$ cat src/rtl/i2c_reg_pkg.sv
package i2c_reg_pkg;
  typedef enum logic [2:0] {
    ST_IDLE,
    ST_DEV,
    ST_RX,
    ST_ACK,
    ST_TX,
    ST_TXACK,
    ST_SKIP
  } tgt_state_e;
endpackage

$ cat src/rtl/i2c_sync.sv
module i2c_sync #(
  parameter int unsigned WIDTH  = 2,
  parameter int unsigned STAGES = 2,
  parameter logic [WIDTH-1:0] RST_VAL = '1
) (
  input  logic             clk_i,
  input  logic             rst_ni,
  input  logic [WIDTH-1:0] d_i,
  output logic [WIDTH-1:0] q_o
);
  logic [WIDTH-1:0] stg [STAGES];

  for (genvar s = 0; s < STAGES; s++) begin : g_stage
    always_ff @(posedge clk_i or negedge rst_ni) begin
      if (!rst_ni) stg[s] <= RST_VAL;
      else if (s == 0) stg[s] <= d_i;
      else stg[s] <= stg[(s == 0) ? 0 : s - 1];
    end
  end

  assign q_o = stg[STAGES-1];
endmodule

$ cat src/rtl/i2c_line_events.sv
module i2c_line_events (
  input  logic clk_i,
  input  logic rst_ni,
  input  logic scl_i,
  input  logic sda_i,
  output logic scl_rise_o,
  output logic scl_fall_o,
  output logic start_o,
  output logic stop_o
);
  logic scl_q, sda_q;

  always_ff @(posedge clk_i or negedge rst_ni) begin
    if (!rst_ni) begin
      scl_q <= 1'b1;
      sda_q <= 1'b1;
    end else begin
      scl_q <= scl_i;
      sda_q <= sda_i;
    end
  end

  assign scl_rise_o = scl_i & ~scl_q;
  assign scl_fall_o = ~scl_i & scl_q;
  // data edges while clock held high
  assign start_o = scl_i & scl_q & sda_q & ~sda_i;
  assign stop_o  = scl_i & scl_q & ~sda_q & sda_i;
endmodule

$ cat src/rtl/i2c_reg_target.sv
module i2c_reg_target
  import i2c_reg_pkg::*;
#(
  parameter logic [6:0]  DEV_ADDR    = 7'h1A,
  parameter logic [15:0] CTRL_ADDR   = 16'h0040,
  parameter int unsigned SYNC_STAGES = 2
) (
  input  logic        clk_i,
  input  logic        rst_ni,
  input  logic        mode_strap_i,
  input  logic        scl_i,
  input  logic        sda_i,
  output logic        sda_oe_o,
  output logic [15:0] reg_addr_o,
  output logic [15:0] reg_wdata_o,
  output logic        reg_we_o,
  input  logic [15:0] reg_rdata_i
);
  localparam int unsigned BYTE_W = 8;
  localparam int unsigned CNT_W  = $clog2(BYTE_W + 1);
  localparam logic [CNT_W-1:0] LAST_BIT = CNT_W'(BYTE_W - 1);
  localparam logic [CNT_W-1:0] FULL_CNT = CNT_W'(BYTE_W);

  logic [1:0] line_s;
  logic scl_s, sda_s, scl_rise, scl_fall, start_evt, stop_evt;

  i2c_sync #(.WIDTH(2), .STAGES(SYNC_STAGES), .RST_VAL(2'b11)) u_sync (
    .clk_i (clk_i),
    .rst_ni(rst_ni),
    .d_i   ({scl_i, sda_i}),
    .q_o   (line_s)
  );
  assign {scl_s, sda_s} = line_s;

  i2c_line_events u_evt (
    .clk_i     (clk_i),
    .rst_ni    (rst_ni),
    .scl_i     (scl_s),
    .sda_i     (sda_s),
    .scl_rise_o(scl_rise),
    .scl_fall_o(scl_fall),
    .start_o   (start_evt),
    .stop_o    (stop_evt)
  );

  tgt_state_e        state;
  logic [CNT_W-1:0]  bit_cnt;
  logic [BYTE_W-1:0] shreg, data_hi, tx_lo;
  logic [1:0]        byte_idx;
  logic [15:0]       addr, wdata_q;
  logic              to_tx, byte_sel, nack_q, we_q, auto_inc;

  always_ff @(posedge clk_i or negedge rst_ni) begin
    if (!rst_ni) begin
      state    <= ST_IDLE;
      bit_cnt  <= '0;
      shreg    <= '0;
      data_hi  <= '0;
      tx_lo    <= '0;
      byte_idx <= '0;
      addr     <= '0;
      wdata_q  <= '0;
      to_tx    <= 1'b0;
      byte_sel <= 1'b0;
      nack_q   <= 1'b0;
      we_q     <= 1'b0;
      auto_inc <= 1'b1;
    end else begin
      we_q <= 1'b0;
      // pointer step after a write uses the setting in force before it
      if (we_q) begin
        if (auto_inc) addr <= addr + 16'd1;
        if (addr == CTRL_ADDR) auto_inc <= wdata_q[0];
      end
      if (mode_strap_i) begin
        state <= ST_IDLE;
      end else if (start_evt) begin
        state    <= ST_DEV;
        bit_cnt  <= '0;
        byte_idx <= '0;
      end else if (stop_evt) begin
        state <= ST_IDLE;
      end else begin
        unique case (state)
          ST_DEV, ST_RX: begin
            if (scl_rise) begin
              shreg   <= {shreg[BYTE_W-2:0], sda_s};
              bit_cnt <= bit_cnt + 1'b1;
            end else if (scl_fall && bit_cnt == FULL_CNT) begin
              bit_cnt <= '0;
              if (state == ST_DEV) begin
                if (shreg[7:1] == DEV_ADDR) begin
                  state <= ST_ACK;
                  to_tx <= shreg[0];
                end else begin
                  state <= ST_SKIP;
                end
              end else begin
                state <= ST_ACK;
                to_tx <= 1'b0;
                unique case (byte_idx)
                  2'd0: addr[15:8] <= shreg;
                  2'd1: addr[7:0]  <= shreg;
                  2'd2: data_hi    <= shreg;
                  default: begin
                    we_q    <= 1'b1;
                    wdata_q <= {data_hi, shreg};
                  end
                endcase
                byte_idx <= (byte_idx == 2'd3) ? 2'd2 : byte_idx + 2'd1;
              end
            end
          end
          ST_ACK: begin
            if (scl_fall) begin
              bit_cnt <= '0;
              if (to_tx) begin
                state    <= ST_TX;
                shreg    <= reg_rdata_i[15:8];
                tx_lo    <= reg_rdata_i[7:0];
                byte_sel <= 1'b0;
              end else begin
                state <= ST_RX;
              end
            end
          end
          ST_TX: begin
            if (scl_fall) begin
              if (bit_cnt == LAST_BIT) begin
                state <= ST_TXACK;
              end else begin
                shreg   <= {shreg[BYTE_W-2:0], 1'b0};
                bit_cnt <= bit_cnt + 1'b1;
              end
            end
          end
          ST_TXACK: begin
            if (scl_rise) begin
              nack_q <= sda_s;
              if (!sda_s && byte_sel && auto_inc) addr <= addr + 16'd1;
            end else if (scl_fall) begin
              bit_cnt <= '0;
              if (nack_q) begin
                state <= ST_SKIP;
              end else begin
                state <= ST_TX;
                if (!byte_sel) begin
                  shreg    <= tx_lo;
                  byte_sel <= 1'b1;
                end else begin
                  shreg    <= reg_rdata_i[15:8];
                  tx_lo    <= reg_rdata_i[7:0];
                  byte_sel <= 1'b0;
                end
              end
            end
          end
          default: ;
        endcase
      end
    end
  end

  assign sda_oe_o    = (state == ST_ACK) | ((state == ST_TX) & ~shreg[BYTE_W-1]);
  assign reg_addr_o  = addr;
  assign reg_wdata_o = wdata_q;
  assign reg_we_o    = we_q;

  p_spi_quiet_r8: assert property (@(posedge clk_i) disable iff (!rst_ni)
    mode_strap_i |=> !sda_oe_o);
  p_we_single_r3: assert property (@(posedge clk_i) disable iff (!rst_ni)
    reg_we_o |=> !reg_we_o);
  p_addr_step_r4: assert property (@(posedge clk_i) disable iff (!rst_ni)
    (reg_we_o && auto_inc) |=> (reg_addr_o == $past(reg_addr_o) + 16'd1));
  p_addr_hold_r7: assert property (@(posedge clk_i) disable iff (!rst_ni)
    (reg_we_o && !auto_inc) |=> $stable(reg_addr_o));
  p_start_release_r2: assert property (@(posedge clk_i) disable iff (!rst_ni)
    (start_evt && !mode_strap_i) |=> !sda_oe_o);
endmodule

$ cat config.mk
export PLATFORM = sky130hd
export DESIGN_NAME = i2c_reg_target
export DESIGN_NICKNAME = d
export VERILOG_FILES = /design/src/rtl/i2c_reg_pkg.sv /design/src/rtl/i2c_sync.sv /design/src/rtl/i2c_line_events.sv /design/src/rtl/i2c_reg_target.sv
export SDC_FILE = /design/constraint.sdc
export NUM_CORES = 1
export LEC_CHECK = 0
export ABC_CLOCK_PERIOD_IN_PS = 2900
export BUFFER_PORTS_ARGS = -buffer_cell sky130_fd_sc_hd__buf_2
export CORE_MARGIN = 3
export CORE_UTILIZATION = 55
export DETAILED_ROUTE_END_ITERATION = 8
export PLACE_DENSITY_LB_ADDON = 0.2
export SLEW_MARGIN = 20
export SYNTH_ARGS = -nofsm -noshare
export SYNTH_HDL_FRONTEND = slang
export SYNTH_SLANG_ARGS = --single-unit
$ cat constraint.sdc
create_clock -name clk_i -period 2.9 [get_ports clk_i]
set_input_delay 0.29 -clock clk_i [delete_from_list [all_inputs] [get_ports clk_i]]
set_output_delay 0.29 -clock clk_i [all_outputs]
set_load 0.02 [all_outputs]
# Word-level counts from Yosys, hierarchy flattened
# Index checks and enable logic that the tools add are counted.
word_totals:
  register_bits: 76
  inputBits: 21
  output_inout_bits: 34
  wordCells: 178
classes:
  add_sub_neg: 3
  eq_ne: 36
  muxes: 78
  bitwise_logic: 20
  reduce_logical: 24
op_table:
  columns: ["cell", "n"]
  rows:
  - ["two-way mux 16 bit", 10]
  - ["two-way mux 8 bit", 17]
  - ["two-way mux 3 bit", 13]
  - ["inequality test 5 bit (second input constant)", 7]
  - ["two-way mux 4 bit", 8]
  - ["case mux 16 bit (2 select lines)", 1]
  - ["case mux 8 bit (4 select lines)", 1]
  - ["AND reduction 8 bit", 3]
  - ["inequality test 2 bit (second input constant)", 11]
  - ["adder 16 x 1 -> 16 bit (second input constant)", 1]
  - ["equality test 16 x 7 -> 1 bit (second input constant)", 1]
  - ["two-way mux 1 bit", 16]
  - ["two-way mux 2 bit", 8]
  - ["case mux 4 bit (4 select lines)", 1]
  - ["case mux 8 bit (2 select lines)", 1]
  - ["AND reduction 7 bit", 2]
  - ["case mux 3 bit (4 select lines)", 1]
  - ["AND reduction 12 bit", 1]
  - ["NOT 1 bit", 11]
  - ["AND reduction 10 bit", 1]
  - ["inequality test 3 bit (second input constant)", 3]
  - ["AND reduction 9 bit", 1]
  - ["AND 1 bit", 8]
  - ["equality test 7 x 5 -> 1 bit (second input constant)", 1]
  - ["other kinds (25)", 33]

# Longest topological paths before layout
logic_depth:
  word_depth: 11
  mapped_depth: 9
  ltp_nobuf: 7

# Modules after synthesis
# A second synthesis with hierarchy kept.
unflattened:
  hier_cells: 506
  area_unflattened_um2: 4770.8
by_module_without_submodules:
  columns: ["mod", "instances", "cells_per_inst", "area_each_um2", "seq_area_each_um2"]
  rows:
  - ["i2c_reg_target", 1, 494, 4565.6, 1752.9]
  - ["i2c_sync", 1, 6, 120.1, 105.1]
  - ["i2c_line_events", 1, 6, 85.1, 52.6]

# Worst setup path before layout
# No wires, ideal clock.
synth_path:
  kind: "register -> register"
  startpoint: "reg u_evt.scl_q"
  endpoint: "reg data_hi[0]"
  setup_time_ns: 0.125
  arrival_ns: 2.118
  required_ns: 2.775
  slack_ns: 0.658
  path_stages_with_launch: 7
  path_buffers: 2
  period_less_slack_ns: 2.242
  path_cell_list: "dfstp_2 -> nand2b_1 -> clkbuf_1 -> or4_1 -> buf_2 -> nor4_4 -> mux2_2"
synth_via:
  elab_chain_len: 5
  word_cells_on_any_way: 13
  cone_classes: "bitwise (11); reduce/logical (2)"
synth_rtl:
  columns: ["item", "line", "source"]
  rows:
  - ["start, declared", "i2c_line_events.sv:11", "logic scl_q, sda_q;"]
  - ["start signal, assigned", "i2c_line_events.sv:18", "scl_q <= scl_i;"]
  - ["AND 1 bit", "i2c_line_events.sv:26, i2c_line_events.sv:27", null]
  - ["AND 1 bit (on tied branches) (2 in a row)", "i2c_line_events.sv:27, i2c_line_events.sv:26", null]
  - ["NOT 1 bit (no line)", null, null]
  - ["AND reduction 8 bit (no line) *", null, null]
  - ["end signal, assigned", "i2c_reg_target.sv:104", "2'd2: data_hi <= shreg;"]
  - ["end, declared", "i2c_reg_target.sv:48", "logic [BYTE_W-1:0] shreg, data_hi, tx_lo;"]
# Mark *: on every way between the ends. The rest lies on a longest branch, timed or not.
# A chain may end at the register's enable or synchronous reset.

# Worst setup path in the final report
layout_path:
  startpoint: "reg state[0]"
  endpoint: "reg data_hi[6]"
layout_via:
  elab_chain_len: 3
  word_cells_on_any_way: 5
  cone_classes: "eq/ne (2); bitwise (1); reduce/logical (2)"
layout_rtl:
  columns: ["item", "line", "source"]
  rows:
  - ["start, declared", "i2c_reg_target.sv:46", "tgt_state_e state;"]
  - ["start signal, assigned", "i2c_reg_target.sv:55", "state <= ST_IDLE;"]
  - ["start signal, assigned", "i2c_reg_target.sv:76", "state <= ST_IDLE;"]
  - ["start signal, assigned", "i2c_reg_target.sv:78", "state <= ST_DEV;"]
  - ["equality test 3 x 1 -> 1 bit / equality test 3 x 2 -> 1 bit (equally long branches)", "i2c_reg_target.sv:84, i2c_reg_target.sv:91", null]
  - ["OR reduction 2 bit / NOT 1 bit (equally long branches)", null, null]
  - ["AND reduction 8 bit (no line) *", null, null]
# Marks and branches as above.

==> out/metrics.cfg <==
[route]
wl_um=13150
wire_per_inst_um=21.01
drt_iter0_markers=339
first_pass_iters=5
vias=4269
ant_nets=0
vias_per_cell=6.819
drc=0

[hold_path]
hp-class=in -> reg
min_from=scl_i

[finish]
postLayoutCoreUtil_pct=65.53
area_growth_syn_to_layout_pct=13.27
final_nets=545
drive_above_1_share_pct=26.91
design_area_um2=5169
n_antenna_cell=0
fill_cells=634

[clock_network]
clk_transition_reported_paths_ns=0.08
cts_root_buf=clkbuf_8
cts_buffer_depth=2
htree_levels=3
post_cts_resized=0
cts.sinks=76
cts_setup_buffers=0
cts.hold.buffers_added=0
clk_latency_ns=0.36
cts_tree=done
numCtsBuffers=9

[die]
die_height_um=97.09
die_area_um2=9426
pin_count=55
core_um2=7888
start_util_pct=57.85
die_width_um=97.09
std_cell_rows=32

[timing]
setup_violations=0
setup_ws_ns=0.2428
fin_crit_sh_pct=91.63
worstMarginPinSlew_ns=0.9647
whs_ns=0.02764
worst_clock_skew_ns=0.01439
report.final.slew_viol_count=0
tns_ns=0
maxSlewHeadroom_pct=35.69
fmax_mhz=376.3
period_needed_ns=2.657
rsz0062_at_grt=no
hold_viol_final=0

[pwr]
seq_power_share_pct=48.3
swShare_pct=37.16
power.leakage_nw=2.345
clock_power_share_pct=29.3
p_per_area_nw_per_um2=603.0
internal-power_mw=1.959
p_sw_mw=1.158
pwr-share-comb_pct=22.3
ir_worst_vdd_uv=442.5

[placed_design]
place.gp.congestion=0.9619
place_worst_setup_slack_ns=0.2895
placed_cell_area_um2=4956
hpwl_um=9297
port_buffers=54

[grt]
gr-total-overflow=0
grt_pass1_wl_um=21250
antenna_found_initial=0
grt_usage_pct=27.91
grt_pass1_vias=4164
grt_max_degree=77

[synthesis]
ys_types=65
synthesis.area_um2=4563
syn_inst=467
yosys_warnings=0
synth_top_flop_cell=dfrtp_1
synth-seq-cells=76
synth_seq_area_share_pct=41.87
async_reset_ff_share_pct=100.0
synth_edf_count=0
synth.net_count=492
synth_area_per_cell_um2=9.771

[worst_setup_path]
cp-startpoint=state[0]
critical_path.startpoint_type=flop
path_class=reg -> reg
rr_startpoint=state[0]
crit_fanout=17
required_ns=3.15
arrival_ns=2.90
crit_path_end_kind=flop

[outcome]
status=finished clean

[job]
drv_cap=0

[cell families (layout without fill, tap and decap cells)]
family / after synthesis / in the layout / share of synthesized area, %
simple gates: 156 / 156 / 19.77
xor+xnor: 17 / 17 / 3.263
mux: 49 / 49 / 11.74
compound gates: 116 / 116 / 17.91
buf+inv: 49 / 106 / 4.360
fa+ha+maj: 4 / 4 / 1.097
flops: 76 / 76 / 41.87
[area by class of cell]
cell class | count | area, µm² | share of cell area [%]
clock buffers | 9 | 123.9 | 2.397
multi-input cells | 342 | 2454 | 47.47
well taps | 102 | 127.6 | 2.469
inverters | 23 | 86.33 | 1.670
flip-flops and latches | 76 | 1911 | 36.96
clock inverters | 6 | 88.84 | 1.719
repair buffers | 68 | 377.9 | 7.311
[state kept, by name, indices dropped and copies added, names as in the netlist]
| register | count |
|---|---|
| auto_inc | 1 |
| reg_wdata_o | 16 |
| u_evt.sda_q | 1 |
| state | 3 |
| u_evt.scl_q | 1 |
| bit_cnt | 4 |
| reg_addr_o | 16 |
| to_tx | 1 |
| byte_sel | 1 |
| nack_q | 1 |
| data_hi | 8 |
| shreg | 8 |
| u_sync.stg | 2 |
| tx_lo | 8 |
| reg_we_o | 1 |
| byte_idx | 2 |
| u_sync.q_o | 2 |
[synthesized netlist by cell type, types with 3 or more instances]
cell,n,area [µm²]
inv_1,23,86.33
o22ai_1,5,31.28
ha_1,4,50.05
buf_2,5,25.02
a211oi_1,11,82.58
and3_1,4,25.02
mux2i_1,13,130.1
a31oi_1,4,25.02
xnor2_1,10,87.58
nor2b_1,7,43.79
nor2_1,33,123.9
nand4_1,9,56.30
a22oi_1,6,45.04
nor4_1,11,68.82
a221oi_1,7,61.31
o32ai_1,3,26.28
o211ai_1,4,30.03
dfrtp_1,69,1727
nand2_1,26,97.59
clkbuf_1,19,71.32
mux2_2,36,405.4
xor2_1,7,61.31
and4b_1,3,30.03
and2_1,5,31.28
nand3b_1,5,37.54
or4_1,3,22.52
nor4b_1,3,26.28
o31ai_1,4,30.03
a21oi_1,21,105.1
o21ai_0,22,110.1
dfstp_2,7,183.9
or2_2,3,18.77
a222oi_1,8,80.08
nand2b_1,5,31.28
and4_1,3,26.28
nand3_1,12,60.06
nor3_1,9,45.04
a2111oi_0,3,26.28
[worst paths after layout]
path                                 endpoint  slack, ns  depth (start not counted)
worst max-delay path               data_hi[6]       0.24                          4
worst min-delay path            u_sync.stg[3]       0.03                          1
worst max register to register     data_hi[6]       0.24                          4
worst min register to register  u_sync.q_o[1]       0.36                          0
max in group asynchronous          bit_cnt[1]       2.19                          1
min in group asynchronous       reg_addr_o[5]       0.04                          1
[power by group through the flow]
| stage | clock network [mW] | registers, mW | logic, mW |
|---|---|---|---|
| finish | 0.915 | 1.51 | 0.695 |
| global route | 0.969 | 1.53 | 0.759 |
| CTS | 0.921 | 1.49 | 0.688 |
| detailed placement | 0 | 1.51 | 0.680 |
| global placement | 0 | 1.51 | 0.658 |
| floorplan | 0 | 1.44 | 0.439 |
[stage by stage]
| stage | cells | power [mW] |
|---|---|---|
| finish | 626 | 3.116 |
| global route | 626 | 3.254 |
| CTS | 626 | 3.102 |
| detailed placement | 611 | 2.194 |
| global placement | 611 | 2.173 |
| floorplan | 467 | 1.875 |
[routing by layer]
metal  global-route usage (%)  part of all wire [%]  routed length, µm  vias to the layer above
met5                        0                     0                  0                        -
li1                         -                     -                  -                     1864
met3                    6.030                   8.9               1168                       52
met1                    36.68                    40               5265                     2082
met2                    43.58                    47               6157                      271
met4                    14.15                   4.3                562                        0
[worst max-delay path, cell delays in order, from the launching register on]
cell	delay [ns]
dfrtp_1	0.67
xnor2_1	0.20
or4_1	0.71
nor4_4	0.57
mux2_2	0.41
[cells in the final DEF, fill, tap and decap left out, drive strengths merged, types with 4 or more instances in the layout]
cell type	n
dfrtp	69
inv	24
mux2	36
a21oi	22
nand3	12
o211ai	4
o31ai	4
o21ai	23
ha	4
nand2	27
and2	5
dfstp	7
nor4	14
clkbuf	9
a211oi	11
xnor2	10
a221oi	7
buf	68
nand3b	5
and3	4
mux2i	13
a31oi	4
nand2b	5
o22ai	5
nor3	10
a222oi	8
nand4	9
nor2	33
xor2	7
a22oi	6
nor2b	7
Power figures use the tool's default switching activity.
